File: src/rtl/bas_pkg.sv
package bas_pkg;
  typedef enum logic {
    ORD_LINEAR     = 1'b0,
    ORD_INTERLEAVE = 1'b1
  } burst_order_e;
endpackage

File: src/rtl/bas_strobe_qual.sv
module bas_strobe_qual (
  input  logic clk_i,
  input  logic rst_ni,
  input  logic proc_strb_ni,
  input  logic ctrl_strb_ni,
  input  logic master_en_ni,
  input  logic sel_en_i,
  input  logic sel_en_ni,
  input  logic adv_ni,
  input  logic burst_act_i,
  output logic load_o,
  output logic desel_o,
  output logic step_o
);
  logic proc_take;
  logic strobe_seen;
  logic all_sel;

  always_comb begin
    proc_take   = !proc_strb_ni && !master_en_ni;
    strobe_seen = proc_take || !ctrl_strb_ni;
    all_sel     = !master_en_ni && sel_en_i && !sel_en_ni;
    load_o      = strobe_seen && all_sel;
    desel_o     = strobe_seen && !all_sel;
    step_o      = !strobe_seen && !adv_ni && burst_act_i;
  end

  AST_ONE_ACTION: assert property (@(posedge clk_i) disable iff (!rst_ni)
    $onehot0({load_o, desel_o, step_o}));
  AST_STROBE_BEATS_ADV: assert property (@(posedge clk_i) disable iff (!rst_ni)
    (!ctrl_strb_ni && !adv_ni) |-> !step_o);
endmodule

File: src/rtl/bas_burst_cnt.sv
module bas_burst_cnt #(
  parameter int CNT_W = 2
) (
  input  logic             clk_i,
  input  logic             rst_ni,
  input  logic             load_i,
  input  logic             step_i,
  output logic [CNT_W-1:0] cnt_o
);
  logic [CNT_W-1:0] cnt_q;
  logic [CNT_W-1:0] cnt_d;
  logic             cnt_en;

  always_comb begin
    cnt_en = load_i || step_i;
    cnt_d  = cnt_q;
    if (load_i)      cnt_d = '0;
    else if (step_i) cnt_d = cnt_q + 1'b1;
  end

  always_ff @(posedge clk_i or negedge rst_ni) begin
    if (!rst_ni)     cnt_q <= '0;
    else if (cnt_en) cnt_q <= cnt_d;
  end

  assign cnt_o = cnt_q;

  AST_CNT_CLEAR: assert property (@(posedge clk_i) disable iff (!rst_ni)
    load_i |=> (cnt_o == '0));
  AST_CNT_WRAP: assert property (@(posedge clk_i) disable iff (!rst_ni)
    (step_i && !load_i && (cnt_o == {CNT_W{1'b1}})) |=> (cnt_o == '0));
  AST_CNT_HOLD: assert property (@(posedge clk_i) disable iff (!rst_ni)
    (!load_i && !step_i) |=> $stable(cnt_o));
endmodule

File: src/rtl/bas_order_map.sv
module bas_order_map
  import bas_pkg::*;
#(
  parameter int CNT_W = 2
) (
  input  logic             clk_i,
  input  logic             rst_ni,
  input  burst_order_e     order_i,
  input  logic [CNT_W-1:0] base_i,
  input  logic [CNT_W-1:0] cnt_i,
  output logic [CNT_W-1:0] lo_o
);
  logic [CNT_W-1:0] lin_lo;
  logic [CNT_W-1:0] ilv_lo;

  assign lin_lo = base_i + cnt_i;

  for (genvar b = 0; b < CNT_W; b++) begin : g_ilv
    assign ilv_lo[b] = base_i[b] ^ cnt_i[b];
  end

  always_comb begin
    unique case (order_i)
      ORD_INTERLEAVE: lo_o = ilv_lo;
      default:        lo_o = lin_lo;
    endcase
  end

  AST_START_WORD: assert property (@(posedge clk_i) disable iff (!rst_ni)
    (cnt_i == '0) |-> (lo_o == base_i));
endmodule

File: src/rtl/burst_addr_seq.sv
module burst_addr_seq
  import bas_pkg::*;
#(
  parameter int ADDR_W = 18,
  parameter int CNT_W  = 2
) (
  input  logic              clk_i,
  input  logic              rst_ni,
  input  logic [ADDR_W-1:0] addr_i,
  input  logic              proc_strb_ni,
  input  logic              ctrl_strb_ni,
  input  logic              master_en_ni,
  input  logic              sel_en_i,
  input  logic              sel_en_ni,
  input  logic              adv_ni,
  input  logic              order_sel_i,
  output logic [ADDR_W-1:0] addr_o,
  output logic              burst_act_o
);
  localparam int UP_W = ADDR_W - CNT_W;

  logic             rst_meta_q;
  logic             rst_sync_q;
  logic             load;
  logic             desel;
  logic             step;
  logic [UP_W-1:0]  upper_q;
  logic [UP_W-1:0]  upper_d;
  logic [CNT_W-1:0] base_q;
  logic [CNT_W-1:0] base_d;
  logic             act_q;
  logic             act_d;
  logic             act_en;
  logic [CNT_W-1:0] cnt;
  logic [CNT_W-1:0] lo;
  burst_order_e     order;

  always_ff @(posedge clk_i or negedge rst_ni) begin
    if (!rst_ni) begin
      rst_meta_q <= 1'b0;
      rst_sync_q <= 1'b0;
    end else begin
      rst_meta_q <= 1'b1;
      rst_sync_q <= rst_meta_q;
    end
  end

  assign order = burst_order_e'(order_sel_i);

  bas_strobe_qual u_qual (
    .clk_i        (clk_i),
    .rst_ni       (rst_sync_q),
    .proc_strb_ni (proc_strb_ni),
    .ctrl_strb_ni (ctrl_strb_ni),
    .master_en_ni (master_en_ni),
    .sel_en_i     (sel_en_i),
    .sel_en_ni    (sel_en_ni),
    .adv_ni       (adv_ni),
    .burst_act_i  (act_q),
    .load_o       (load),
    .desel_o      (desel),
    .step_o       (step)
  );

  bas_burst_cnt #(.CNT_W(CNT_W)) u_cnt (
    .clk_i  (clk_i),
    .rst_ni (rst_sync_q),
    .load_i (load),
    .step_i (step),
    .cnt_o  (cnt)
  );

  bas_order_map #(.CNT_W(CNT_W)) u_map (
    .clk_i   (clk_i),
    .rst_ni  (rst_sync_q),
    .order_i (order),
    .base_i  (base_q),
    .cnt_i   (cnt),
    .lo_o    (lo)
  );

  always_comb begin
    upper_d = addr_i[ADDR_W-1:CNT_W];
    base_d  = addr_i[CNT_W-1:0];
    act_en  = load || desel;
    act_d   = load;
  end

  always_ff @(posedge clk_i or negedge rst_sync_q) begin
    if (!rst_sync_q) begin
      upper_q <= '0;
      base_q  <= '0;
    end else if (load) begin
      upper_q <= upper_d;
      base_q  <= base_d;
    end
  end

  always_ff @(posedge clk_i or negedge rst_sync_q) begin
    if (!rst_sync_q)  act_q <= 1'b0;
    else if (act_en)  act_q <= act_d;
  end

  assign addr_o      = {upper_q, lo};
  assign burst_act_o = act_q;

  AST_LOAD_ADDR: assert property (@(posedge clk_i) disable iff (!rst_sync_q)
    load |=> (addr_o == $past(addr_i)) && burst_act_o);
  AST_PROC_IGNORED: assert property (@(posedge clk_i) disable iff (!rst_sync_q)
    (!proc_strb_ni && master_en_ni && ctrl_strb_ni && adv_ni)
      |=> $stable(addr_o) && $stable(burst_act_o));
  AST_CTRL_DESEL: assert property (@(posedge clk_i) disable iff (!rst_sync_q)
    (!ctrl_strb_ni && master_en_ni) |=> !burst_act_o && $stable(addr_o));
  AST_UPPER_KEPT: assert property (@(posedge clk_i) disable iff (!rst_sync_q)
    !load |=> $stable(addr_o[ADDR_W-1:CNT_W]));
  AST_IDLE_NO_STEP: assert property (@(posedge clk_i) disable iff (!rst_sync_q)
    (!burst_act_o && proc_strb_ni && ctrl_strb_ni) |=> $stable(addr_o));
endmodule

File: config.mk
export PLATFORM = sky130hd
export DESIGN_NAME = burst_addr_seq
export DESIGN_NICKNAME = d
export VERILOG_FILES = /design/src/rtl/bas_pkg.sv /design/src/rtl/bas_strobe_qual.sv /design/src/rtl/bas_burst_cnt.sv /design/src/rtl/bas_order_map.sv /design/src/rtl/burst_addr_seq.sv
export SDC_FILE = /design/constraint.sdc
export NUM_CORES = 1
export LEC_CHECK = 0
export BUFFER_PORTS_ARGS = -buffer_cell sky130_fd_sc_hd__buf_4
export CAP_MARGIN = 40
export CORE_MARGIN = 3
export CORE_UTILIZATION = 42
export CTS_BUF_LIST = sky130_fd_sc_hd__clkbuf_2
export DETAILED_ROUTE_END_ITERATION = 12
export PLACE_DENSITY = 0.82
export SETUP_SLACK_MARGIN = 0.1
export SLEW_MARGIN = 10
export SYNTH_ARGS = -nofsm -noshare
export SYNTH_HDL_FRONTEND = slang
export SYNTH_SLANG_ARGS = --single-unit
File: constraint.sdc
create_clock -name clk_i -period 0.8 [get_ports clk_i]
set_input_delay 0 -clock clk_i [delete_from_list [all_inputs] [get_ports clk_i]]
set_output_delay 0 -clock clk_i [all_outputs]
set_load 0.05 [all_outputs]
==> impl_metrics.xml <==
<?xml version="1.0" encoding="UTF-8"?>
<metrics>
  <group name="status">
    <metric name="status" unit="">finished, violations left</metric>
    <metric name="violated_checks" unit="">hold timing, setup timing</metric>
  </group>
  <group name="logic_synthesis">
    <metric name="yosysSeqAreaShare" unit="">0.589</metric>
    <metric name="synth.net_count" unit="">88</metric>
    <metric name="synth.cell_area" unit="um2">977</metric>
    <metric name="synth_top_cell_area_share" unit="">0.589</metric>
    <metric name="netlist_top_cells_area" unit="">dfrtp_1 (59%), mux2_4 (26%), buf_6 (2.3%)</metric>
    <metric name="yosys_warnings" unit="">0</metric>
    <metric name="syn_area_per_cell" unit="um2">16.3</metric>
    <metric name="yosysUniqueCellTypes" unit="">17</metric>
    <metric name="post_synth_inst_count" unit="">60</metric>
    <metric name="ys_seq_elements" unit="">23</metric>
    <metric name="synth_top_area_cell" unit="">dfrtp_1</metric>
  </group>
  <group name="timing">
    <metric name="setup_repair_after_global_routing_missed_its_margin" unit="">true</metric>
    <metric name="layout_setup_ws" unit="ns">-0.599</metric>
    <metric name="timing.final.max_slew_violations" unit="">0</metric>
    <metric name="finalWorstPathRequiredPeriod" unit="ns">1.40</metric>
    <metric name="timing_hold_violations_final" unit="">1</metric>
    <metric name="setup-violations-final" unit="">34</metric>
    <metric name="crit_share_post_route" unit="">1.75</metric>
    <metric name="hold_slack" unit="ns">-0.0582</metric>
    <metric name="maxClockFrequency" unit="MHz">715</metric>
    <metric name="finClkSkew" unit="ns">0.00697</metric>
  </group>
  <group name="setup_path">
    <metric name="critical_path.reg2reg.endpoint" unit="">u_cnt.cnt_o[1]</metric>
    <metric name="crit_arrival" unit="ns">1.40</metric>
    <metric name="r2r-start" unit="">burst_act_o</metric>
    <metric name="cpMaxStageDelayCell" unit="">dfrtp_1</metric>
    <metric name="worstRegToRegCells" unit="">4</metric>
    <metric name="reg2reg_slack" unit="ns">-0.46</metric>
    <metric name="maximum_net_fanout_on_the_critical_path" unit="">2</metric>
    <metric name="critPathLaunchType" unit="">register</metric>
    <metric name="worst_ep_required_time" unit="ns">0.80</metric>
    <metric name="worstSetupEndpointType" unit="">primary output</metric>
    <metric name="timing.critical_path.cells" unit="">ha_4 -&gt; nor2b_4 -&gt; xnor2_2 -&gt; buf_6</metric>
    <metric name="timing.critical_path.slowest_cell_delay" unit="ns">0.46</metric>
    <metric name="path_class" unit="">register to primary output</metric>
    <metric name="worstPathBufferInverterCount" unit="">1</metric>
    <metric name="critical_path.top_delay_family" unit="">flip-flops</metric>
  </group>
  <group name="power_and_ir_drop">
    <metric name="power.sequential.fraction" unit="">0.373</metric>
    <metric name="sw_share" unit="">0.391</metric>
    <metric name="share_of_power_burned_in_combinational_logic" unit="">0.519</metric>
    <metric name="vdd_ir_drop_max" unit="uV">2140</metric>
    <metric name="powerDensity" unit="mW/mm2">2300</metric>
    <metric name="static-leakage-power" unit="nW">0.923</metric>
    <metric name="netSwitchingPower" unit="mW">1.70</metric>
    <metric name="internal-power" unit="mW">2.65</metric>
    <metric name="design_power_total" unit="mW">4.35</metric>
    <metric name="clock_power_share" unit="">0.108</metric>
  </group>
  <group name="detailed_routing">
    <metric name="route.detailed.vias_per_inst" unit="">4.88</metric>
    <metric name="drt_pass1_iterations" unit="">4</metric>
    <metric name="drt-total-wl" unit="um">3300</metric>
    <metric name="drt_iter0_drc" unit="">5</metric>
    <metric name="drcViolationCount" unit="">0</metric>
    <metric name="antenna_violating_nets_post_route" unit="">0</metric>
    <metric name="via_count" unit="">825</metric>
    <metric name="wl_per_cell" unit="um">19.5</metric>
  </group>
  <group name="floorplanning">
    <metric name="die-width" unit="um">54.2</metric>
    <metric name="num_io_pins" unit="">46</metric>
    <metric name="initial_core_util" unit="">0.469</metric>
    <metric name="fp.dieH" unit="um">54.2</metric>
    <metric name="core_region_area" unit="mm2">0.00208</metric>
    <metric name="rows" unit="">16</metric>
    <metric name="die_area" unit="mm2">0.00294</metric>
  </group>
  <group name="place">
    <metric name="finalWeightedCongestion" unit="">0.721</metric>
    <metric name="place_area" unit="mm2">0.00145</metric>
    <metric name="place_hpwl" unit="um">1690</metric>
    <metric name="io_buffer_count" unit="">45</metric>
  </group>
  <group name="grt">
    <metric name="first_global_vias" unit="">965</metric>
    <metric name="pin_count_of_the_biggest_net_entering_global_routing" unit="">15</metric>
    <metric name="first_pass_grt_wire_length" unit="um">4570</metric>
    <metric name="antenna_found_initial" unit="">0</metric>
    <metric name="grt.overflow.total" unit="">0</metric>
    <metric name="globalRouteTotalUtil" unit="">0.232</metric>
  </group>
  <group name="clock_tree">
    <metric name="post_cts_clock_slew_at_the_launch_and_capture_registers_of_the_worst_setup_and_hold_paths" unit="ns">0.19</metric>
    <metric name="worstSkewPairLatency" unit="ns">0.34</metric>
    <metric name="tritoncts_clock_tree" unit="">done</metric>
    <metric name="clock_tree.htree_level_count" unit="">1</metric>
    <metric name="tritoncts.num_buffers" unit="">3</metric>
    <metric name="clock_tree.root_cell" unit="">clkbuf_2</metric>
    <metric name="cts_buffer_depth" unit="">2</metric>
    <metric name="cts_sinks" unit="">23</metric>
  </group>
  <group name="worst_hold_path">
    <metric name="hold_path.startpoint" unit="">adv_ni</metric>
    <metric name="min_path_type" unit="">input port to register</metric>
    <metric name="worstHoldEndpoint" unit="">u_cnt.cnt_o[0]</metric>
    <metric name="holdPathStages" unit="">3</metric>
  </group>
  <group name="layout">
    <metric name="multiInputGateArea" unit="um2">450</metric>
    <metric name="post-route-cell-area" unit="mm2">0.00189</metric>
    <metric name="fillerInstances" unit="">74</metric>
    <metric name="layout-drive-gt1-share" unit="">0.768</metric>
    <metric name="area_growth" unit="%">93.3</metric>
    <metric name="final_net_count" unit="">171</metric>
    <metric name="regArea" unit="um2">597</metric>
    <metric name="n_antenna_cell" unit="">0</metric>
  </group>
  <group name="flow_run">
    <metric name="cap_violations" unit="">0</metric>
  </group>
</metrics>
==> cell type report <==
| type | instances | area share |
|---|---|---|
| timing repair buffer | 80 | 0.417 |
| sequential | 23 | 0.316 |
| multi-input combinational | 35 | 0.238 |
| tap | 27 | 0.0179 |
| clock buffer | 4 | 0.0106 |
==> synth_stat cells (all sizes together) <==
cell / n
nor2b: 1
mux2: 18
xnor2: 2
nand2b: 1
buf: 2
nand3: 1
o211ai: 1
ha: 1
a21boi: 2
nand2: 2
o21ai: 2
nor2: 1
dfrtp: 23
or3: 2
conb: 1
==> routing by layer <==
layer,vias to the layer above,track usage,wire (um)
li1,369,-,-
met1,414,0.216,1100
met4,0,0.0954,92
met5,-,0,0
met2,34,0.452,1910
met3,8,0.0736,203
==> sequential cells by signal, summed over array words and instances, names as in the netlist <==
name,count
rst_meta_q,1
burst_act_o,1
upper_q,16
rst_sync_q,1
base_q,2
u_cnt.cnt_o,2
==> cell families (layout without fill, tap and decap cells) <==
group / count (synthesis) / in the layout / share of synthesized area
AO/OA/AOI/OAI: 5 / 5 / 0.0333
XOR/XNOR: 2 / 2 / 0.0179
adder cells (fa/ha/maj): 1 / 1 / 0.0128
buffers and inverters: 2 / 84 / 0.0230
flip-flops: 23 / 23 / 0.589
multiplexers: 18 / 18 / 0.273
other: 1 / 1 / 0.00384
AND/OR/NAND/NOR: 8 / 8 / 0.0474
==> power groups by stage <==
stage,clock [mW],sequential (mW),combinational (mW)
3_3_place_gp,0,1.56,1.70
3_5_place_dp,0,1.57,1.74
5_1_grt,0.531,1.64,2.33
2_1_floorplan,0,2.21,0.570
4_1_cts,0.459,1.59,2.14
6_report,0.468,1.62,2.26
==> what timing repair did <==
item	4_1_cts	5_1_grt
hold endpoints to repair	22	3
hold buffers	19	1
gates resized for setup	28	9
setup buffers	8	2
endpoints found under the setup margin	40	40
pin swaps	4	2
==> worst max-delay path by stage <==
stage / startpoint / to / slack [ns] / cells past startpoint
2_1_floorplan: burst_act_o / u_cnt.cnt_o[0] / -0.40 / 3
3_3_place_gp: u_cnt.cnt_o[0] / addr_o[1] / -0.24 / 4
3_5_place_dp: u_cnt.cnt_o[0] / addr_o[1] / -0.29 / 4
4_1_cts: u_cnt.cnt_o[0] / addr_o[1] / -0.60 / 4
5_1_grt: u_cnt.cnt_o[0] / addr_o[1] / -0.67 / 4
6_report: u_cnt.cnt_o[0] / addr_o[1] / -0.60 / 4
==> cells in the final DEF, fill, tap and decap left out <==
cell type,n
nand2b_1,1
dlygate4sd3_1,20
conb_1,1
nor2_4,1
buf_6,26
a21boi_2,2
nor2b_4,1
o21ai_0,2
o211ai_1,1
buf_12,2
buf_4,30
dfrtp_2,17
nand3_4,1
xnor2_2,2
mux2_4,18
buf_8,2
clkbuf_2,4
ha_4,1
nand2_1,2
dfrtp_1,6
or3_4,2
==> per-stage QoR <==
stage          std cells  utilization  hold slack, ns  TNS, ns  setup WS, ns
5_1_grt              169        0.907         -0.0932    -7.02        -0.673
3_3_place_gp         135        0.696          -0.217    -2.64        -0.238
3_5_place_dp         135        0.696          -0.215    -3.01        -0.289
2_1_floorplan         60            -          -0.296    -2.86        -0.402
4_1_cts              166        0.876         -0.0922    -4.79        -0.597
6_report             169        0.907         -0.0582    -5.73        -0.599
==> worst min-delay path, cell delays in order <==
cell      delay [ns]
buf_4           0.09
or3_4           0.12
a21boi_2        0.05
Note: power is estimated with default switching activity, not from simulation.
